## src/rtl/ipi_pkg.sv

```systemverilog
package ipi_pkg;
  localparam int unsigned CR_SEND_IPI   = 7;
  localparam int unsigned CR_CORE_ID    = 10;
  localparam int unsigned CR_CORE_COUNT = 12;

  // Position of the inter-core pending bit inside a cause word.
  function automatic int unsigned pend_pos(int unsigned shift, int unsigned line);
    return shift + line;
  endfunction

  // True when a send value names target core t.
  function automatic logic ipi_targets(logic [63:0] value, int unsigned t);
    return value == 64'(t);
  endfunction
endpackage

```

## src/rtl/ipi_router.sv

```systemverilog
module ipi_router
  import ipi_pkg::*;
#(
  parameter int unsigned NCORES = 4,
  parameter int unsigned XLEN   = 32,
  parameter int unsigned IDX_W  = 5
) (
  input  logic                    host_start,
  input  logic [NCORES-1:0]       cr_we,
  input  logic [NCORES*IDX_W-1:0] cr_idx,
  input  logic [NCORES*XLEN-1:0]  cr_wdata,
  output logic [NCORES-1:0]       ipi_send,
  output logic [NCORES-1:0]       ipi_hit
);
  for (genvar s = 0; s < NCORES; s++) begin : g_send
    assign ipi_send[s] = cr_we[s] &&
                         (cr_idx[s*IDX_W +: IDX_W] == IDX_W'(CR_SEND_IPI));
  end

  always_comb begin
    ipi_hit    = '0;
    ipi_hit[0] = host_start;
    for (int t = 0; t < int'(NCORES); t++) begin
      for (int s = 0; s < int'(NCORES); s++) begin
        if (ipi_send[s] && ipi_targets(64'(cr_wdata[s*XLEN +: XLEN]), t))
          ipi_hit[t] = 1'b1;
      end
    end
  end
endmodule

```

## src/rtl/core_run_state.sv

```systemverilog
module core_run_state #(
  parameter int unsigned CAUSE_W  = 32,
  parameter int unsigned PEND_BIT = 13
) (
  input  logic               clk,
  input  logic               rst_n,
  input  logic               ipi_hit,
  input  logic               halt,
  output logic               run,
  output logic [CAUSE_W-1:0] cause
);
  localparam logic [CAUSE_W-1:0] PEND_MASK = CAUSE_W'(1) << PEND_BIT;

  always_ff @(posedge clk) begin
    if (!rst_n) begin
      run   <= 1'b0;
      cause <= '0;
    end else if (halt) begin
      run   <= 1'b0;
      cause <= ipi_hit ? PEND_MASK : '0;
    end else if (ipi_hit) begin
      run   <= 1'b1;
      cause <= cause | PEND_MASK;
    end
  end
endmodule

```

## src/rtl/cr_readback.sv

```systemverilog
module cr_readback
  import ipi_pkg::*;
#(
  parameter int unsigned XLEN    = 32,
  parameter int unsigned IDX_W   = 5,
  parameter int unsigned NCORES  = 4,
  parameter int unsigned CORE_ID = 0
) (
  input  logic [IDX_W-1:0] idx,
  output logic [XLEN-1:0]  rdata
);
  always_comb begin
    if (idx == IDX_W'(CR_CORE_ID))         rdata = XLEN'(CORE_ID);
    else if (idx == IDX_W'(CR_CORE_COUNT)) rdata = XLEN'(NCORES);
    else                                   rdata = '0;
  end
endmodule

```

## src/rtl/ipi_run_ctrl.sv

```systemverilog
module ipi_run_ctrl
  import ipi_pkg::*;
#(
  parameter int unsigned NCORES     = 4,
  parameter int unsigned XLEN       = 32,
  parameter int unsigned IDX_W      = 5,
  parameter int unsigned CAUSE_W    = 32,
  parameter int unsigned PEND_SHIFT = 8,
  parameter int unsigned IPI_LINE   = 5
) (
  input  logic                      clk,
  input  logic                      rst_n,
  input  logic                      host_start,
  input  logic [NCORES-1:0]         halt_req,
  input  logic [NCORES-1:0]         cr_we,
  input  logic [NCORES*IDX_W-1:0]   cr_idx,
  input  logic [NCORES*XLEN-1:0]    cr_wdata,
  output logic [NCORES*XLEN-1:0]    cr_rdata,
  output logic [NCORES-1:0]         run_vec,
  output logic [NCORES*CAUSE_W-1:0] cause_flat
);
  localparam int unsigned PEND_BIT = pend_pos(PEND_SHIFT, IPI_LINE);

  logic [NCORES-1:0] ipi_send;
  logic [NCORES-1:0] ipi_hit;

  ipi_router #(.NCORES(NCORES), .XLEN(XLEN), .IDX_W(IDX_W)) u_router (
    .host_start(host_start),
    .cr_we     (cr_we),
    .cr_idx    (cr_idx),
    .cr_wdata  (cr_wdata),
    .ipi_send  (ipi_send),
    .ipi_hit   (ipi_hit)
  );

  for (genvar c = 0; c < NCORES; c++) begin : g_core
    core_run_state #(.CAUSE_W(CAUSE_W), .PEND_BIT(PEND_BIT)) u_state (
      .clk    (clk),
      .rst_n  (rst_n),
      .ipi_hit(ipi_hit[c]),
      .halt   (halt_req[c]),
      .run    (run_vec[c]),
      .cause  (cause_flat[c*CAUSE_W +: CAUSE_W])
    );

    cr_readback #(.XLEN(XLEN), .IDX_W(IDX_W), .NCORES(NCORES), .CORE_ID(c)) u_rd (
      .idx  (cr_idx[c*IDX_W +: IDX_W]),
      .rdata(cr_rdata[c*XLEN +: XLEN])
    );
  end
endmodule

```

## config.mk

```make
export PLATFORM = sky130hd
export DESIGN_NAME = ipi_run_ctrl
export DESIGN_NICKNAME = d
export VERILOG_FILES = /design/src/rtl/ipi_pkg.sv /design/src/rtl/ipi_router.sv /design/src/rtl/core_run_state.sv /design/src/rtl/cr_readback.sv /design/src/rtl/ipi_run_ctrl.sv
export SDC_FILE = /design/constraint.sdc
export NUM_CORES = 1
export LEC_CHECK = 0
export ABC_AREA = 1
export BUFFER_PORTS_ARGS = -buffer_cell sky130_fd_sc_hd__buf_2
export CAP_MARGIN = 20
export CORE_AREA = 3 3 161 163
export CTS_CLUSTER_SIZE = 8
export DETAILED_ROUTE_END_ITERATION = 10
export DIE_AREA = 0 0 164 166
export SYNTH_ARGS = -nofsm -noshare
export SYNTH_HDL_FRONTEND = slang
export SYNTH_SLANG_ARGS = --single-unit
```

## constraint.sdc

```tcl
create_clock -name clk -period 1.1 [get_ports clk]
set_input_delay 0.11 -clock clk [delete_from_list [all_inputs] [get_ports clk]]
set_output_delay 0.11 -clock clk [all_outputs]
set_load 0.01 [all_outputs]
```

==> Word-level counts from Yosys, hierarchy flattened <==
Index checks and enable logic that the tools add are counted.
{ "word_totals": {"reg_bits": 132, "latch_bits": 0, "ramBits": 0, "mem_bits_ro": 0, "inputBits": 159, "out_inout_bits": 260, "word_cells": 105, "mem_count": 0} }
{ "op_classes": {"addsub": 0, "n_mul": 0, "div": 0, "n_lt_le_gt_ge": 0, "n_eq_ne": 24, "shifts": 0, "n_mux": 36, "n_bitwise": 1, "n_reduce_logical": 32} }
{ "op_table": {"columns": ["cell", "n"], "rows": [
  ["equality test 32 x 2 -> 1 bit (second input constant)", 8],
  ["two-way mux 32 bit", 8],
  ["equality test 32 x 1 -> 1 bit (second input constant)", 4],
  ["zero test 32 bit", 4],
  ["two-way mux 14 bit", 8],
  ["equality test 5 x 4 -> 1 bit (second input constant)", 8],
  ["equality test 5 x 3 -> 1 bit (second input constant)", 4],
  ["logical AND 1 bit", 20],
  ["two-way mux 1 bit", 16],
  ["two-way mux 3 bit", 4],
  ["nonzero test 2 bit", 4],
  ["OR reduction 2 bit", 4],
  ["inverter 1 bit", 1]
]} }

==> Longest topological paths before layout <==
{ "depth": {"word_depth": 9, "ltp_mapped": 9, "mapped_depth_nobuf": 9} }

==> Cells and area by module <==
A second synthesis with hierarchy kept.
{ "hier_totals": {"hier_cells": 530, "area_unflattened_um2": 3106.7} }
{ "modules_own_cells": {"columns": ["mod", "instances", "cells_per_inst", "area_each_um2", "seq_area_each_um2"], "rows": [
  ["core_run_state", 4, 41, 304.0, 40.0],
  ["ipi_router", 1, 211, 853.3, 0.0],
  ["cr_readback at g_core[1].u_rd ...", 3, 39, 259.0, 0.0],
  ["cr_readback at g_core[0].u_rd", 1, 38, 260.2, 0.0]
]} }

==> Worst setup path after synthesis <==
OpenSTA, ideal clock, no wires.
{ "synth_timing": {"path_kind": "in2out", "start": "input cr_idx[15]", "end": "output cr_rdata[97]", "arrival_ns": 0.858, "required_ns": 0.990, "path_slack_ns": 0.132, "cell_stages": 3, "path_buffers": 1, "path_cell_list": "or3_1 -> nor2_1 -> buf_4"} }
{ "synth_between": {"elab_chain_len": 2} }
{ "synth_lines": {"columns": ["item", "line_no", "source"], "rows": [
  ["start, declared", "ipi_run_ctrl.sv:16", "input logic [NCORES*IDX_W-1:0] cr_idx,"],
  ["equality test 5 x 4 -> 1 bit", "cr_readback.sv:13", "if (idx == IDX_W'(CR_CORE_ID)) rdata = XLEN'(CORE_ID);"],
  ["two-way mux 32 bit", "cr_readback.sv:13", null],
  ["end, declared", "ipi_run_ctrl.sv:18", "output logic [NCORES*XLEN-1:0] cr_rdata,"]
]} }
Every way passes these cells.

==> Worst setup path after layout <==
{ "layout_timing": {"start": "input cr_idx[5]", "end": "output cr_rdata[34]"} }
{ "layout_between": {"elab_chain_len": 3, "elab_cells_between_ends": 4, "classes_between": "eq/ne (2); mux (2)"} }
{ "layout_lines": {"columns": ["item", "line_no", "source"], "rows": [
  ["equality test 5 x 4 -> 1 bit", "cr_readback.sv:14", "else if (idx == IDX_W'(CR_CORE_COUNT)) rdata = XLEN'(NCORES);"],
  ["two-way mux 3 bit", "cr_readback.sv:14", null],
  ["two-way mux 32 bit *", "cr_readback.sv:13", null]
]} }
Mark *: on every way between the ends. The rest lies on a longest branch, timed or not.

==> metrics.txt <==
# TYPE chip_impl_metric gauge
chip_impl_metric{name="p_int",unit="mW"} 1.04
chip_impl_metric{name="sequential_standard_cell_area",unit="sq um"} 160
chip_impl_metric{name="max-clock-path-buffers",unit=""} 2
chip_impl_metric{name="cellLeakagePower",unit="nW"} 2.16
chip_impl_metric{name="design.portCount",unit=""} 419
chip_impl_info{name="unrepaired_setup_endpoints_after_global_routing",value="no"} 1
chip_impl_metric{name="drt_first_iter_violations",unit=""} 36
chip_impl_metric{name="post_synth.cell_area_avg",unit="sq um"} 6.12
chip_impl_metric{name="drc_errors",unit=""} 0
chip_impl_metric{name="final.period_utilization",unit="%"} 92.8
chip_impl_info{name="cpMostUsedCell",value="buf_2"} 1
chip_impl_metric{name="critical_path.max_stage_delay",unit="ns"} 0.41
chip_impl_info{name="post_synth_most_frequent_cells",value="249 x buf_4, 96 x nor2_1, 68 x nand2_1, 32 x inv_1, 23 x nand3_1"} 1
chip_impl_metric{name="stdcell_count",unit=""} 1014
chip_impl_metric{name="grt_start_max_net_pins",unit=""} 11
chip_impl_info{name="critical_path.startpoint_type",value="primary input"} 1
chip_impl_metric{name="post_synth_num_cell_types",unit=""} 26
chip_impl_metric{name="antenna_found_initial",unit=""} 0
chip_impl_metric{name="cells_on_worst_hold_path",unit=""} 4
chip_impl_info{name="worstHoldStart",value="halt_req[3]"} 1
chip_impl_metric{name="post_dp_cell_area",unit="sq um"} 3500
chip_impl_metric{name="irDropWorstVdd",unit="V"} 0.000399
chip_impl_metric{name="finalSetupViolCount",unit=""} 0
chip_impl_metric{name="power.share.switching",unit="%"} 41.6
chip_impl_metric{name="number_of_h_tree_branching_levels",unit=""} 1
chip_impl_info{name="cpMaxStageDelayCell",value="or3b_1"} 1
chip_impl_metric{name="drv_slew",unit=""} 0
chip_impl_metric{name="grt_pass1_wl",unit="um"} 11100
chip_impl_metric{name="detailed_placer_s_ending_hpwl",unit="um"} 8580
chip_impl_metric{name="cts_hold_buf",unit=""} 0
chip_impl_metric{name="final_layout_size_suffix_gt1_share",unit="%"} 29.3
chip_impl_metric{name="multi_input_combinational_cell_area",unit="sq um"} 1920
chip_impl_metric{name="largest_fanout_on_the_critical_path",unit=""} 2
chip_impl_metric{name="postRouteWirelength",unit="um"} 8870
chip_impl_metric{name="dieArea",unit="sq um"} 27200
chip_impl_metric{name="drt_first_pass_iters",unit=""} 4
chip_impl_metric{name="floorplan.rows",unit=""} 57
chip_impl_metric{name="final_instance_area",unit="sq um"} 3600
chip_impl_info{name="cts_tree",value="built"} 1
chip_impl_metric{name="synthToLayoutAreaGrowth",unit="%"} 14.0
chip_impl_metric{name="io_buffer_count",unit=""} 174
chip_impl_info{name="timing.critical_path.to_type",value="primary output"} 1
chip_impl_metric{name="fp.coreArea",unit="sq um"} 24500
chip_impl_metric{name="depth_of_the_worst_register_to_register_path",unit=""} 2
chip_impl_metric{name="maxClockFrequency",unit="MHz"} 980
chip_impl_metric{name="finish.utilization",unit="%"} 14.7
chip_impl_info{name="cp_cell_sequence",value="buf_2 > or3b_1 > nor3_2 > buf_2"} 1
chip_impl_metric{name="finClkSkew",unit="ns"} 0
chip_impl_metric{name="total_global_routing_track_utilization",unit="%"} 5.25
chip_impl_info{name="criticalPathCategory",value="primary input to primary output"} 1
chip_impl_metric{name="postSynthCellCount",unit=""} 516
chip_impl_metric{name="number_of_global_route_vias_before_repair",unit=""} 2269
chip_impl_metric{name="critPathArrivalTime",unit="ns"} 0.91
chip_impl_metric{name="post_synth_arst_share",unit="%"} 0
chip_impl_metric{name="clock_sinks",unit=""} 8
chip_impl_metric{name="clkLatencyLatePin",unit="ns"} 0.23
chip_impl_metric{name="p_switching",unit="mW"} 0.741
chip_impl_metric{name="die_width",unit="um"} 164
chip_impl_metric{name="p_per_area",unit="nW/um^2"} 495
chip_impl_metric{name="final-hold-violation-count",unit=""} 0
chip_impl_metric{name="pwr-share-comb",unit="%"} 49.5
chip_impl_metric{name="n_antenna_cell",unit=""} 0
chip_impl_metric{name="cp.required",unit="ns"} 0.99
chip_impl_metric{name="via_count",unit=""} 2785
chip_impl_metric{name="grt_remaining_overflow",unit=""} 0
chip_impl_info{name="cell_taking_the_most_area_after_synthesis",value="buf_4"} 1
chip_impl_info{name="min_path_type",value="primary input to register"} 1
chip_impl_metric{name="ys_seq_area_share",unit="%"} 5.08
chip_impl_metric{name="post_drt_via_cell_ratio",unit=""} 2.75
chip_impl_metric{name="placed_cells_incl_taps",unit=""} 1011
chip_impl_metric{name="cts_buf_count",unit=""} 3
chip_impl_info{name="clockRootBuffer",value="clkbuf_16"} 1
chip_impl_metric{name="chipHeight",unit="um"} 166
chip_impl_info{name="synth.top_cells.by_area",value="buf_4 59%, nor2_1 11%, nand2_1 8.1%"} 1
chip_impl_metric{name="finish.net_count",unit=""} 851
chip_impl_info{name="synth_top_flop_cell",value="dfxtp_1"} 1
chip_impl_info{name="run_status",value="completed"} 1
chip_impl_info{name="worst_r2r_startpoint",value="g_core[0].u_state.run"} 1
chip_impl_info{name="crit_start",value="cr_idx[5]"} 1
chip_impl_metric{name="synthesized_cell_area",unit="sq um"} 3160
chip_impl_metric{name="timing.max_cap.violations",unit=""} 0
chip_impl_metric{name="power.share.clock",unit="%"} 33.7
chip_impl_metric{name="clk_pin_slew_worst_paths",unit="ns"} 0.04
chip_impl_metric{name="final_gp_congestion",unit=""} 0.725
chip_impl_metric{name="drt.antenna.violating_nets",unit=""} 0
chip_impl_metric{name="netlist.area_leader.share",unit="%"} 59.2
chip_impl_metric{name="synth-edff-count",unit=""} 0
chip_impl_info{name="yosysMostFrequentCell",value="buf_4"} 1
chip_impl_metric{name="power.total",unit="mW"} 1.78
chip_impl_metric{name="period_needed",unit="ns"} 1.02
chip_impl_metric{name="fill_cells",unit=""} 2873
chip_impl_metric{name="yosysWarnings",unit=""} 0
chip_impl_metric{name="synth-seq-cells",unit=""} 8
chip_impl_metric{name="wl_per_cell",unit="um"} 8.74
chip_impl_metric{name="p_seq_share",unit="%"} 16.8
chip_impl_metric{name="effective_utilization_at_floorplan",unit="%"} 12.9
==> registers in the layout, indices dropped and copies added, names as in the netlist <==
| register | count |
|---|---|
| g_core.u_state.cause | 4 |
| g_core.u_state.run | 4 |
==> area by class of cell <==
cell class              count  share of cell area [%]
multi-input cells         465                    53.4
repair buffers            178                    25.0
well taps                 324                    11.3
flip-flops and latches      8                    4.45
inverters                  36                    3.76
clock buffers               3                    2.09
==> kinds of logic after synthesis <==
logic type      after synthesis  share of synthesized area [%]
simple gates                215                           29.7
buf+inv                     286                           63.6
flops                         8                           5.08
other cells                   1                          0.119
compound gates                6                           1.43
==> per-stage QoR <==
stage          hold slack (ns)  setup WS, ns  TNS (ns)
6_report                 0.131        0.0791         0
5_1_grt                  0.143       0.00498         0
4_1_cts                  0.136        0.0347         0
3_5_place_dp             0.374        -0.182     -1.19
3_3_place_gp             0.373        -0.176     -1.13
2_1_floorplan            0.264         0.132         0
==> metal layers <==
metal	GRT usage [%]	up-vias	part of all wire, %
met1	5.39	1127	33
met3	0.374	6	12
met4	0.883	0	0.55
met5	0	-	0
li1	-	1421	-
met2	11.3	231	55
==> power by group through the flow <==
| stage | sequential (mW) | clock, mW | combinational [mW] |
|---|---|---|---|
| after global routing | 0.300 | 0.629 | 0.992 |
| after CTS | 0.300 | 0.610 | 0.855 |
| after floorplan | 0.304 | 0 | 1.16 |
| final | 0.299 | 0.601 | 0.882 |
| after detailed placement | 0.304 | 0 | 0.853 |
| after global placement | 0.304 | 0 | 0.846 |
==> path summary, 6_finish.rpt <==
path | to | slack (ns)
max | cr_rdata[34] | 0.08
min | g_core[3].u_state.run | 0.13
max reg2reg | g_core[0].u_state.run | 0.51
min reg2reg | g_core[3].u_state.run | 0.45
==> placed cells by master (no fill, tap or decap) <==
cell and n:
o21ai_1 2, nor3_1 5, and2_0 1, nand4_1 4, or3_1 1, buf_2 174, clkbuf_16 3, or3b_1 2
nor2_4 3, a21oi_2 3, nand2_2 1, nor2_2 2, nand4_2 1, and2_1 3, inv_2 4, nor4_1 1
nor2_1 95, nand2_1 68, buf_4 4, or2_4 1, nand3_1 22, inv_1 32, dfxtp_1 8, o21ai_2 1
nor3_2 3, nand3_2 1, nand3b_4 1, conb_1 244
==> repair_timing <==
action	4_1_cts	5_1_grt
buffers inserted	0	0
resized for setup	0	5
endpoints found under the setup margin	0	6
==> worst max-delay path, delay by kind of cell <==
kind / cells / cell delay (ns)
buffers and inverters: 2 / 0.28
and+or+nand+nor: 2 / 0.52
Note: power is estimated with default switching activity, not from simulation.
